## config.mk

```make
export PLATFORM = sky130hd
export DESIGN_NAME = tw_mem_slave
export DESIGN_NICKNAME = d
export VERILOG_FILES = /design/src/rtl/tw_pkg.sv /design/src/rtl/tw_line_sync.sv /design/src/rtl/tw_dev_match.sv /design/src/rtl/tw_xfer_fsm.sv /design/src/rtl/tw_mem_slave.sv
export SDC_FILE = /design/constraint.sdc
export NUM_CORES = 1
export LEC_CHECK = 0
export CORE_MARGIN = 2
export CORE_UTILIZATION = 45
export DETAILED_ROUTE_END_ITERATION = 8
export DONT_BUFFER_PORTS = 1
export MAX_ROUTING_LAYER = met4
export PLACE_DENSITY = 0.64
export SETUP_SLACK_MARGIN = 0.4
export SLEW_MARGIN = 20
export SYNTH_ARGS = -nofsm -noshare
export SYNTH_HDL_FRONTEND = slang
export SYNTH_SLANG_ARGS = --single-unit
```

## constraint.sdc

```tcl
create_clock -name clk -period 2.2 [get_ports clk]
set_input_delay 0.22 -clock clk [delete_from_list [all_inputs] [get_ports clk]]
set_output_delay 0.22 -clock clk [all_outputs]
set_load 0.02 [all_outputs]
```

## src/rtl/tw_pkg.sv

```systemverilog
// Shared types for the two-wire memory slave.
package tw_pkg;
    // Bus-level phase of the transfer engine
    typedef enum logic [2:0] {
        ST_IDLE,
        ST_RX,
        ST_ACK,
        ST_TX,
        ST_MACK
    } bus_st_e;

    // Meaning of the byte being received or acknowledged
    typedef enum logic [1:0] {
        K_DEV,
        K_AHI,
        K_ALO,
        K_DAT
    } rx_kind_e;
endpackage

```

## src/rtl/tw_line_sync.sv

```systemverilog
// Synchronizes raw SCL/SDA into the system clock domain and detects
// SCL edges plus start/stop conditions. Assumes clk >= 8x SCL and
// STAGES >= 2. Lines reset to the idle-high level so reset makes no edge.
module tw_line_sync #(
    parameter int STAGES = 2
) (
    input  logic clk,
    input  logic rst_n,
    input  logic scl_i,
    input  logic sda_i,
    output logic scl_q,
    output logic sda_q,
    output logic scl_rise,
    output logic scl_fall,
    output logic start_det,
    output logic stop_det
);
    logic [STAGES-1:0] scl_pipe;
    logic [STAGES-1:0] sda_pipe;
    logic              scl_d;
    logic              sda_d;

    // Metastability chains, then one more flop to compare against
    always_ff @(posedge clk) begin
        if (!rst_n) begin
            scl_pipe <= '1;
            sda_pipe <= '1;
            scl_d    <= 1'b1;
            sda_d    <= 1'b1;
        end else begin
            scl_pipe <= {scl_pipe[STAGES-2:0], scl_i};
            sda_pipe <= {sda_pipe[STAGES-2:0], sda_i};
            scl_d    <= scl_q;
            sda_d    <= sda_q;
        end
    end

    assign scl_q = scl_pipe[STAGES-1];
    assign sda_q = sda_pipe[STAGES-1];

    // Edge and condition decode on the synchronized samples
    always_comb begin
        scl_rise  = scl_q & ~scl_d;
        scl_fall  = ~scl_q & scl_d;
        start_det = scl_q & scl_d & sda_d & ~sda_q;
        stop_det  = scl_q & scl_d & ~sda_d & sda_q;
    end
endmodule

```

## src/rtl/tw_dev_match.sv

```systemverilog
// Compares a received device word with the fixed type prefix and the
// strap inputs. Bit 0 (read/write) is not part of the match.
module tw_dev_match #(
    parameter logic [3:0] PREFIX = 4'b1010
) (
    input  logic [7:0] dev_word,
    input  logic [2:0] strap_i,
    output logic       hit
);
    // Prefix in bits 7..4, straps in bits 3..1
    always_comb hit = (dev_word[7:4] == PREFIX) && (dev_word[3:1] == strap_i);
endmodule

```

## src/rtl/tw_xfer_fsm.sv

```systemverilog
// Byte-level transfer engine: receives device, address and data bytes,
// drives acknowledges and read data, and issues strobes to the external
// address counter and page buffer. Assumes ADDR_W > 8 and edge pulses
// lasting one system clock.
module tw_xfer_fsm
    import tw_pkg::*;
#(
    parameter int         ADDR_W = 15,
    parameter logic [3:0] PREFIX = 4'b1010
) (
    input  logic              clk,
    input  logic              rst_n,
    input  logic              sda_q,
    input  logic              scl_rise,
    input  logic              scl_fall,
    input  logic              start_det,
    input  logic              stop_det,
    input  logic [2:0]        strap_i,
    input  logic              busy_i,
    input  logic [7:0]        rd_data_i,
    output logic              sda_oe,
    output logic              dev_slot,
    output logic              waddr_ld,
    output logic [ADDR_W-1:0] waddr_o,
    output logic              wbyte_stb,
    output logic [7:0]        wbyte_o,
    output logic              commit_stb,
    output logic              rd_adv
);
    localparam int HI_W = ADDR_W - 8;

    bus_st_e         st;
    rx_kind_e        kind;
    logic [2:0]      cnt;
    logic [7:0]      sh;
    logic [HI_W-1:0] hi;
    logic            rw, phase, ack_on, mack, wrote, hit;
    logic [7:0]      byte_nx;

    assign byte_nx = {sh[6:0], sda_q};

    tw_dev_match #(.PREFIX(PREFIX)) u_match (
        .dev_word(byte_nx),
        .strap_i (strap_i),
        .hit     (hit)
    );

    // Main sequencer: start/stop override, then per-state bit handling
    always_ff @(posedge clk) begin
        if (!rst_n) begin
            st <= ST_IDLE; kind <= K_DEV; cnt <= '0; sh <= '0; hi <= '0;
            rw <= 1'b0; phase <= 1'b0; ack_on <= 1'b0; mack <= 1'b0; wrote <= 1'b0;
            waddr_ld <= 1'b0; waddr_o <= '0; wbyte_stb <= 1'b0; wbyte_o <= '0;
            commit_stb <= 1'b0; rd_adv <= 1'b0;
        end else begin
            waddr_ld   <= 1'b0;
            wbyte_stb  <= 1'b0;
            commit_stb <= 1'b0;
            rd_adv     <= 1'b0;
            if (start_det) begin
                st <= ST_RX; kind <= K_DEV; cnt <= '0;
                ack_on <= 1'b0; phase <= 1'b0; wrote <= 1'b0;
            end else if (stop_det) begin
                st <= ST_IDLE; ack_on <= 1'b0; commit_stb <= wrote; wrote <= 1'b0;
            end else begin
                case (st)
                    ST_RX: if (scl_rise) begin
                        sh  <= byte_nx;
                        cnt <= cnt + 3'd1;
                        if (cnt == 3'd7) begin
                            phase <= 1'b0;
                            st    <= ST_ACK;
                            case (kind)
                                K_DEV: begin
                                    rw <= sda_q;
                                    if (!hit) st <= ST_IDLE;
                                end
                                K_AHI: hi <= byte_nx[HI_W-1:0];
                                K_ALO: begin
                                    waddr_ld <= 1'b1;
                                    waddr_o  <= {hi, byte_nx};
                                end
                                default: begin
                                    wbyte_stb <= 1'b1;
                                    wbyte_o   <= byte_nx;
                                    wrote     <= 1'b1;
                                end
                            endcase
                        end
                    end
                    ST_ACK: if (scl_fall) begin
                        if (!phase) begin
                            phase <= 1'b1;
                            if (kind == K_DEV && busy_i) st <= ST_IDLE;
                            else ack_on <= 1'b1;
                        end else begin
                            ack_on <= 1'b0;
                            phase  <= 1'b0;
                            st     <= ST_RX;
                            case (kind)
                                K_DEV: if (rw) begin
                                    sh <= rd_data_i; rd_adv <= 1'b1; st <= ST_TX;
                                end else kind <= K_AHI;
                                K_AHI:   kind <= K_ALO;
                                default: kind <= K_DAT;
                            endcase
                        end
                    end
                    ST_TX: if (scl_fall) begin
                        if (cnt == 3'd7) begin
                            cnt <= '0;
                            st  <= ST_MACK;
                        end else begin
                            cnt <= cnt + 3'd1;
                            sh  <= {sh[6:0], 1'b0};
                        end
                    end
                    ST_MACK: begin
                        if (scl_rise) mack <= ~sda_q;
                        if (scl_fall) begin
                            if (mack) begin
                                sh <= rd_data_i; rd_adv <= 1'b1; st <= ST_TX;
                            end else st <= ST_IDLE;
                        end
                    end
                    default: ;
                endcase
            end
        end
    end

    // Open-drain enable: acknowledge slot or a zero read bit
    always_comb begin
        sda_oe   = ack_on | ((st == ST_TX) & ~sh[7]);
        dev_slot = (st == ST_ACK) && (kind == K_DEV);
    end
endmodule

```

## src/rtl/tw_mem_slave.sv

```systemverilog
// Top of the two-wire memory slave: line synchronizer plus transfer
// engine. The address counter, page buffer and array live outside and
// follow the strobes. Assumes clk runs at least 8x SCL.
module tw_mem_slave #(
    parameter int         ADDR_W      = 15,
    parameter int         SYNC_STAGES = 2,
    parameter logic [3:0] DEV_PREFIX  = 4'b1010
) (
    input  logic              clk,
    input  logic              rst_n,
    input  logic              scl_i,
    input  logic              sda_i,
    output logic              sda_oe,
    input  logic [2:0]        strap_i,
    input  logic              busy_i,
    input  logic [7:0]        rd_data_i,
    output logic              waddr_ld,
    output logic [ADDR_W-1:0] waddr_o,
    output logic              wbyte_stb,
    output logic [7:0]        wbyte_o,
    output logic              commit_stb,
    output logic              rd_adv
);
    logic scl_q, sda_q, scl_rise, scl_fall, start_det, stop_det, dev_slot;

    tw_line_sync #(.STAGES(SYNC_STAGES)) u_sync (
        .clk      (clk),
        .rst_n    (rst_n),
        .scl_i    (scl_i),
        .sda_i    (sda_i),
        .scl_q    (scl_q),
        .sda_q    (sda_q),
        .scl_rise (scl_rise),
        .scl_fall (scl_fall),
        .start_det(start_det),
        .stop_det (stop_det)
    );

    tw_xfer_fsm #(.ADDR_W(ADDR_W), .PREFIX(DEV_PREFIX)) u_fsm (
        .clk       (clk),
        .rst_n     (rst_n),
        .sda_q     (sda_q),
        .scl_rise  (scl_rise),
        .scl_fall  (scl_fall),
        .start_det (start_det),
        .stop_det  (stop_det),
        .strap_i   (strap_i),
        .busy_i    (busy_i),
        .rd_data_i (rd_data_i),
        .sda_oe    (sda_oe),
        .dev_slot  (dev_slot),
        .waddr_ld  (waddr_ld),
        .waddr_o   (waddr_o),
        .wbyte_stb (wbyte_stb),
        .wbyte_o   (wbyte_o),
        .commit_stb(commit_stb),
        .rd_adv    (rd_adv)
    );
endmodule

```

==> results.toml, run 1 <==
[setup_path]
startpoint_type = "flip-flop"
cp.required_ns = 2.41
critPathKind = "flip-flop to flip-flop"
critPathArrivalTime_ns = 1.96
crit_path_end_kind = "flip-flop"
critPathMaxFanout = 16

[synth]
syn_avg_cell_area_um2 = 9.568
synth_edf_count = 0
ys_seq_area_frac = 0.4641
syn_area_um2 = 2631
yosys_register_bits = 61
synth_area_leader_cell = "dfxtp_1"
synth_top_area_frac = 0.4641
async_flop_share = 0
ys.flop_type = "dfxtp_1"
synthTopCellsByArea = "dfxtp_1 46%, mux2i_1 16%, nor2_1 8.4%"
synthesis.nets = 293
syn_inst = 275
ys_warn_count = 0
ys_types = 45

[sta]
fin_worst_skew_ns = 0.01137
max_slew.worst_pin.slew_ns = 0.4582
slew_violations = 0
clock.fmax_ghz = 0.5725
hold_ws_ns = 0.02369
setup_tns_ns = 0
finalCriticalPeriod_ns = 1.747
slew_headroom = 0.6945
timing.final.crit_share = 0.7939
hold_violations = 0
finalSetupViolCount = 0
grt_setup_unrepaired = "yes"

[placed_design]
dp_hpwl_mm = 3.857
routabilityCongestion = 0.9369
io_buffers = 0

[layout]
fin_nets = 315
drive_gt1_frac = 0.2318
area_growth_pct = 23.30
fill_cells = 476
multi_input_area_um2 = 1436
regArea_um2 = 1235
antenna_cells = 0

[power_and_ir_drop]
power_density_nw_per_um2 = 759.5
leakagePower_nw = 1.340
p_total_mw = 2.464
vdd_drop_max_mv = 0.5152

[flow_run]
drv_cap = 0

[clocking]
clk_pin_slew_worst_paths_ns = 0.07
htree_levels = 3
numCtsBuffers = 9
cts_tree = "yes"
clk_latency_ns = 0.34
cts_num_sinks = 61
cts-root-buf = "clkbuf_8"
clockBufferDepth = 2

[route]
via_count = 2014
drtPass1Iterations = 4
viasPerCell = 5.385
antenna_left = 0
post-route-drc-count = 0
routed_wl_mm = 5.954
wl_per_cell_um = 15.92
drtIter0Drc = 156

[global_route]
grt_pass1_wl_mm = 9.687
grt_max_degree = 44
grt_pass1_vias = 1902
grtUsageTotal = 0.2054
antenna_found_initial = 0
overflow = 0

[floorplan]
rows = 27
core_area_um2 = 5574
fp.dieW_um = 80.47
ios = 44
die_h_um = 80.47
fp.dieArea_um2 = 6475
start_util = 0.4721

[status]
status = "finished, final reports clean"

[hold_path]
hold_path_class = "input port to flip-flop"
## critical path, cell delays in order (launching register included)
cell	delay (ns)
dfxtp_2	0.36
ha_4	0.14
ha_4	0.14
nand2_4	0.07
nor4_4	0.34
nand3b_1	0.13
buf_6	0.20
mux2i_1	0.18
nor2_1	0.06
## routing by layer
layer  share of wire  global-route usage  vias to the layer above
li1                -                   -                     1012
met1            0.49              0.2851                      937
met2            0.43              0.2692                       56
met3           0.060             0.06854                        9
met4           0.013             0.08983                        0
met5               0                   -                        -
## registers in the layout (all words and copies together) (netlist names), 2 cells and up
name / flops
u_fsm.waddr_o: 15
u_fsm.sh: 8
u_fsm.wbyte_o: 8
u_fsm.hi: 7
u_fsm.cnt: 3
u_fsm.st: 3
u_fsm.kind: 2
u_sync.scl_pipe: 2
u_sync.sda_pipe: 2
## layout by cell type, fill, tap and decap left out, drive strengths merged
master,n
a2111oi,3
a211oi,13
a21oi,11
a221oi,1
a22oi,1
a311oi,1
a31o,1
a31oi,1
and2b,1
and3,1
and4,1
and4bb,2
buf,22
bufinv,3
clkbuf,11
clkinv,2
clkinvlp,1
dfxtp,61
dlygate4sd3,3
ha,2
inv,3
mux2i,42
nand2,10
nand2b,10
nand3,6
nand3b,3
nor2,60
nor2b,3
nor3,5
nor3b,2
nor4,2
nor4bb,1
o211a,1
o21ai,6
o31ai,1
o32ai,1
xnor2,2
xor2,2
## logic make-up after synthesis
kind of cell,after synthesis,share of synthesized area
AOI/OAI and AO/OA,41,0.1227
xor gates and xnor gates,4,0.01332
adders and majority gates,2,0.009509
buffers and inverters,18,0.03328
DFF,61,0.4641
muxes,42,0.1598
and+or+nand+nor,107,0.1973
## cell usage after synthesis, types with 2 or more instances
master and instances:
nand2_1 9, buf_2 3, nand2b_1 10, nor4_1 2, mux2i_1 42, nand3b_1 3, a21oi_1 10, xnor2_1 2
nor3b_1 2, nor2b_1 2, xor2_1 2, o21ai_0 5, nand3_1 6, a211oi_2 3, dfxtp_1 61, a211oi_1 10
inv_1 3, nor3_1 5, nor2_1 59, buf_6 2, ha_1 2, clkbuf_1 8, and4bb_2 2
## what timing repair did
| item | in CTS | in global routing |
|---|---|---|
| gates cloned | 1 | 0 |
| resized for setup | 16 | 18 |
| pin swaps | 2 | 7 |
| endpoints found under the hold margin | 6 | 0 |
| buffers inserted | 3 | 4 |
| hold buffers | 3 | 0 |
| setup endpoints to repair | 40 | 42 |
## power breakdown
group	total, mW	internal [mW]	switching (mW)
registers	1.12	1.11	0.0102
logic	0.0772	0.0296	0.0476
clock network	1.27	0.816	0.450
total	2.46	1.96	0.508
## through the flow
stage / util / area [um^2] / setup slack, ns / instances
CTS: 0.5632 / 3139 / 0.3982 / 370
detailed placement: 0.4952 / 2760 / 0.2596 / 347
finish: 0.5820 / 3244 / 0.4534 / 374
global route: 0.5820 / 3244 / 0.3324 / 374
global placement: 0.4952 / 2760 / 0.2511 / 347
floorplan: - / 2638 / 0.4211 / 275
## area by class of cell
class                   count  share of cell area
flip-flops and latches     61              0.3806
repair buffers             25             0.06479
well taps                  72             0.02777
multi-input cells         196              0.4427
clock buffers              11             0.04666
inverters                   4            0.004628
clock inverters             5             0.03278
## worst paths after layout
kind	cells after the start	slack, ns	to	from
max	8	0.45	u_fsm.waddr_o[13]	u_fsm.cnt[1]
min reg2reg	1	0.41	u_sync.scl_pipe[1]	u_sync.scl_pipe[0]
min	2	0.02	u_fsm.mack	rst_n
max reg2reg	8	0.45	u_fsm.waddr_o[13]	u_fsm.cnt[1]
No activity file was read; power rests on OpenSTA's default activity.
==> run 2: changes to the inputs <==
- clock period: 2.2 -> 1.71 ns (I/O delays scaled with it)
==> run 2 against run 1 <==
  * Flip-flop and latch count stayed put
  * Global-route usage is 1.1 points higher
  * Count of clock-buffer cells in the layout is 2 higher
  * Critical path depth fell by 2
  * Clock power fell by 9%
  * Clock skew decreased by 0.0055 ns
  * Sequential share of layout area down 3.2 points
==> results.toml, run 2 (synthesis gave the netlist of run 1 again) <==
[hold_path]
hold_path_class = "input port to flip-flop"

[setup_path]
critPathKind = "flip-flop to flip-flop"
slowest_delay_ns = 0.36
critPathArrivalTime_ns = 1.92
crit_path_end_kind = "flip-flop"
critPathMaxFanout = 14
startpoint_type = "flip-flop"
cpMaxStageDelayCell = "dfxtp_4"
critPathBufInv = 1
cp_top_family = "compound AO/OA/AOI/OAI gates"
path_cells = "and4bb_2 > o21ai_4 > a2111oi_4 > buf_12 > nor2_1 > a211oi_2"
cp.required_ns = 1.96

[clocking]
cts_num_sinks = 61
clockBufferDepth = 2
cts_tree = "yes"
htree_levels = 3
clk_latency_ns = 0.34
cts-root-buf = "clkbuf_8"
clk_pin_slew_worst_paths_ns = 0.06
numCtsBuffers = 9

[sta]
grt_setup_unrepaired = "yes"
finalSetupViolCount = 0
finalCriticalPeriod_ns = 1.670
slew_violations = 0
hold_ws_ns = 0.02592
timing.final.crit_share = 0.9764
slew_headroom = 0.6896
hold_violations = 0
clock.fmax_ghz = 0.5989
max_slew.worst_pin.slew_ns = 0.4655
fin_worst_skew_ns = 0.005877

[route]
post-route-drc-count = 0
drtIter0Drc = 84
viasPerCell = 5.367
antenna_left = 0
drtPass1Iterations = 4
wl_per_cell_um = 16.10
routed_wl_mm = 6.359
via_count = 2120

[floorplan]
ios = 44
die_h_um = 80.47
start_util = 0.4721
core_area_um2 = 5574
rows = 27
fp.dieArea_um2 = 6475
fp.dieW_um = 80.47

[layout]
drive_gt1_frac = 0.3498
largest_register_ffs = 15
final_cell_mix = "54 x dfxtp_1, 53 x nor2_1, 42 x mux2i_1, 34 x buf_4, 10 x clkbuf_8"
mostFrequentLayoutCell = "dfxtp_1"
fin_nets = 338
area_growth_pct = 34.76
fin_util = 0.6361
antenna_cells = 0
reg_top3 = "u_fsm.waddr_o (15), u_fsm.sh (8), u_fsm.wbyte_o (8)"
top_register = "u_fsm.waddr_o"

[status]
status = "finished, final reports clean"

[placed_design]
io_buffers = 0
routabilityCongestion = 0.9432
dp_hpwl_mm = 4.376

[global_route]
overflow = 0
grt_max_degree = 44
grt_pass1_vias = 2107
antenna_found_initial = 0
grt_pass1_wl_mm = 10.14
grtUsageTotal = 0.2159

[power_and_ir_drop]
power_density_nw_per_um2 = 766.7
vdd_drop_max_mv = 0.8316
leakagePower_nw = 1.486

[flow_run]
drv_cap = 0
-- run 2: worst register-to-register path: stages (launching register included) --
cell and delay, ns:
dfxtp_4 0.36, and4bb_2 0.32, o21ai_4 0.08, a2111oi_4 0.35, buf_12 0.19, nor2_1 0.06
a211oi_2 0.22
-- run 2: area by class of cell --
class                      count  area, um^2
tap                           72       90.09
sequential                    61        1235
timing repair buffer          48       426.7
fill                         489        2028
clock buffer                  13       170.2
multi-input combinational    196        1604
inverter                       4       15.01
clock inverter                 1       5.005
-- run 2: timing repair --
| item | 4_1_cts | 5_1_grt |
|---|---|---|
| buffers inserted | 4 | 8 |
| hold buffers | 3 | 0 |
| cloned | 0 | 1 |
| hold endpoints to repair | 7 | 0 |
| pin swaps | 8 | 13 |
| setup endpoints to repair | 55 | 55 |
| gates resized for setup | 14 | 35 |
-- run 2: path summary, 6_finish.rpt --
kind	slack [ns]	startpoint	end	cells after the start
worst max-delay path	0.04	u_fsm.st[2]	u_fsm.sh[1]	6
worst min-delay path	0.03	rst_n	u_fsm.commit_stb	1
worst max register to register	0.04	u_fsm.st[2]	u_fsm.sh[1]	6
worst min register to register	0.41	u_sync.scl_pipe[0]	u_sync.scl_pipe[1]	1
-- run 2: metal layers --
layer,track usage,routed length [um],up-vias,share of wire
met2,0.3117,2897,44,0.46
met5,-,0,-,0
met4,0.07966,72,0,0.011
met3,0.08202,368,10,0.058
li1,-,-,1051,-
met1,0.2755,3020,1015,0.47
-- run 2: through the flow --
stage	setup TNS (ns)	cell area, um^2	instances	setup slack (ns)	power, mW
2_1_floorplan	0	2771	275	0.1085	1.538
3_3_place_gp	0	3014	365	0.05754	1.574
3_5_place_dp	0	3014	365	0.04740	1.575
4_1_cts	0	3316	386	0.03121	2.747
5_1_grt	-0.07504	3546	395	-0.01679	2.838
6_report	0	3546	395	0.04035	2.719
-- run 2: power breakdown --
group | leakage (nW) | internal, mW | switching [mW]
Sequential | 0.495 | 1.43 | 0.00826
Combinational | 0.901 | 0.0547 | 0.0786
Clock | 0.0905 | 0.636 | 0.513
Total | 1.49 | 2.12 | 0.600
==> run 3: changes to the inputs <==
- CORE_UTILIZATION: 45 -> 55
- PLACE_DENSITY: 0.64 -> 0.74
==> run 3 against run 2 <==
  * The flow now finishes with violations (negative setup slack)
  * Count of clock-buffer cells in the layout down 4
  * Clock skew rose by 0.0053 ns
  * Non-clock buffer count increased by 11
  * Largest power group unchanged
  * Routed wire length increased by 8.1%
==> results.toml, run 3 (synthesis gave the netlist of run 1 again) <==
[status]
status = "finished with violations"
violations = "negative setup slack"

[hold_path]
hold_path_class = "input port to flip-flop"
hold_depth = 1
hold_path_end = "u_fsm.commit_stb"
worstHoldStart = "rst_n"

[layout]
largest_register_ffs = 15
drive_gt1_frac = 0.4077
top_register = "u_fsm.waddr_o"
reg_top3 = "u_fsm.waddr_o (15), u_fsm.sh (8), u_fsm.wbyte_o (8)"
final_cell_mix = "53 x dfxtp_1, 50 x nor2_1, 41 x mux2i_1, 38 x buf_4, 14 x buf_6"
fin_nets = 349
antenna_cells = 0
fill_cells = 271
area_growth_pct = 41.61
mostFrequentLayoutCell = "dfxtp_1"
final_cells = 390

[clocking]
cts_num_sinks = 61
numCtsBuffers = 9
cts_tree = "yes"
clk_pin_slew_worst_paths_ns = 0.07
htree_levels = 3
clk_latency_ns = 0.34
clockBufferDepth = 2
cts-root-buf = "clkbuf_8"

[sta]
fin_worst_skew_ns = 0.01115
finalSetupViolCount = 4
finalCriticalPeriod_ns = 1.727
clock.fmax_ghz = 0.5791
slew_violations = 0
grt_setup_unrepaired = "yes"
max_slew.worst_pin.slew_ns = 0.4779
timing.final.crit_share = 1.010
fin_ws_ns = -0.01671
hold_ws_ns = 0.03552
hold_violations = 0
slew_headroom = 0.6814

[setup_path]
critPathKind = "flip-flop to flip-flop"
reg2reg_slack_ns = -0.02
crit_path_end_kind = "flip-flop"
path_cells = "ha_4 > ha_4 > nand2_4 > o32ai_4 > a2111oi_4 > buf_4 > buf_8 > nor2_2 > a211oi_2"
crit_top_cell = "ha_4"
critPathArrivalTime_ns = 2.00
rr_startpoint = "u_fsm.cnt[1]"
slowest_delay_ns = 0.34
startpoint_type = "flip-flop"
cp.required_ns = 1.98
critPathMaxFanout = 8
r2r_cells = 9
r2r_end = "u_fsm.sh[6]"
cpMaxStageDelayCell = "dfxtp_2"

[power_and_ir_drop]
vdd_drop_max_mv = 0.8142
leakagePower_nw = 1.573
power_density_nw_per_um2 = 762.0

[route]
wl_per_cell_um = 17.63
post-route-drc-count = 0
antenna_left = 0
drtPass1Iterations = 4
drtIter0Drc = 111
routed_wl_mm = 6.875
via_count = 2271
viasPerCell = 5.823

[floorplan]
core_area_um2 = 4661
fp.dieW_um = 73.17
start_util = 0.5646
die_h_um = 73.17
rows = 25
fp.dieArea_um2 = 5353
ios = 44

[global_route]
grt_pass1_vias = 2043
overflow = 0
grtUsageTotal = 0.2525
grt_max_degree = 45
grt_pass1_wl_mm = 9.729
antenna_found_initial = 0

[placed_design]
io_buffers = 0
routabilityCongestion = 0.8951
dp.cells = 345
dp_hpwl_mm = 4.132

[flow_run]
drv_cap = 0
[run 3: cell count changes in the layout (fill, tap and decap cells not counted), sizes merged]
| cell | previous run | this run |
|---|---|---|
| clkbuf | 13 | 9 |
| clkinv | 2 | 5 |
| inv | 3 | 4 |
| bufinv | 0 | 1 |
| buf | 45 | 56 |
| clkinvlp | 0 | 1 |
[run 3: area by class of cell]
| class | instances | area, um^2 | share of cell area |
|---|---|---|---|
| multi-input combinational | 196 | 1655 | 0.4443 |
| sequential | 61 | 1246 | 0.3345 |
| timing repair buffer | 59 | 543.0 | 0.1457 |
| clock buffer | 9 | 123.9 | 0.03324 |
| clock inverter | 7 | 75.07 | 0.02015 |
| tap | 54 | 67.56 | 0.01813 |
| inverter | 4 | 15.01 | 0.004030 |
[run 3: what timing repair did]
| item | CTS | global route |
|---|---|---|
| buffers inserted | 13 | 11 |
| setup endpoints to repair | 55 | 55 |
| pin swaps | 13 | 17 |
| hold endpoints to repair | 6 | 0 |
| gates cloned | 2 | 0 |
| resized for setup | 42 | 39 |
| hold buffers | 3 | 0 |
[run 3: layer usage]
layer,track usage,vias to the layer above,share of wire
met2,0.3774,71,0.49
met3,0.07735,16,0.053
met4,0.1235,0,0.024
li1,-,1092,-
met5,-,-,0
met1,0.3083,1092,0.43
[run 3: how the worst max path moves through the flow]
stage                 startpoint           to  slack [ns]
global route        u_fsm.cnt[1]  u_fsm.sh[6]        -0.1
floorplan            u_fsm.st[2]  u_fsm.sh[5]        0.11
CTS                  u_fsm.st[2]  u_fsm.sh[0]        0.05
finish              u_fsm.cnt[1]  u_fsm.sh[6]       -0.02
detailed placement   u_fsm.st[2]  u_fsm.sh[3]       -0.04
global placement     u_fsm.st[2]  u_fsm.sh[0]      -0.001
[run 3: per-stage QoR]
| stage | setup slack, ns | setup TNS, ns | instance area (um^2) | power (mW) | utilization |
|---|---|---|---|---|---|
| after floorplan | 0.1085 | 0 | 2771 | 1.538 | - |
| after detailed placement | -0.03779 | -0.03779 | 2964 | 1.570 | 0.6360 |
| after CTS | 0.04733 | 0 | 3482 | 2.840 | 0.7471 |
| final | -0.01671 | -0.05301 | 3726 | 2.839 | 0.7995 |
| after global routing | -0.09555 | -0.6777 | 3726 | 2.935 | 0.7995 |
| after global placement | -0.001119 | -0.001119 | 2964 | 1.569 | 0.6360 |
[run 3: report_power, final]
group / total, mW / internal [mW] / switching (mW)
registers: 1.43 / 1.42 / 0.0107
logic: 0.139 / 0.0593 / 0.0794
clock network: 1.27 / 0.677 / 0.590
total: 2.84 / 2.16 / 0.680
[run 3: worst max-delay path: cells and delay by family (launching register included)]
family          cells  cell delay [ns]
fa+ha+maj           2             0.32
buf+inv             2             0.31
flops               1             0.34
simple gates        2             0.14
compound gates      3             0.54
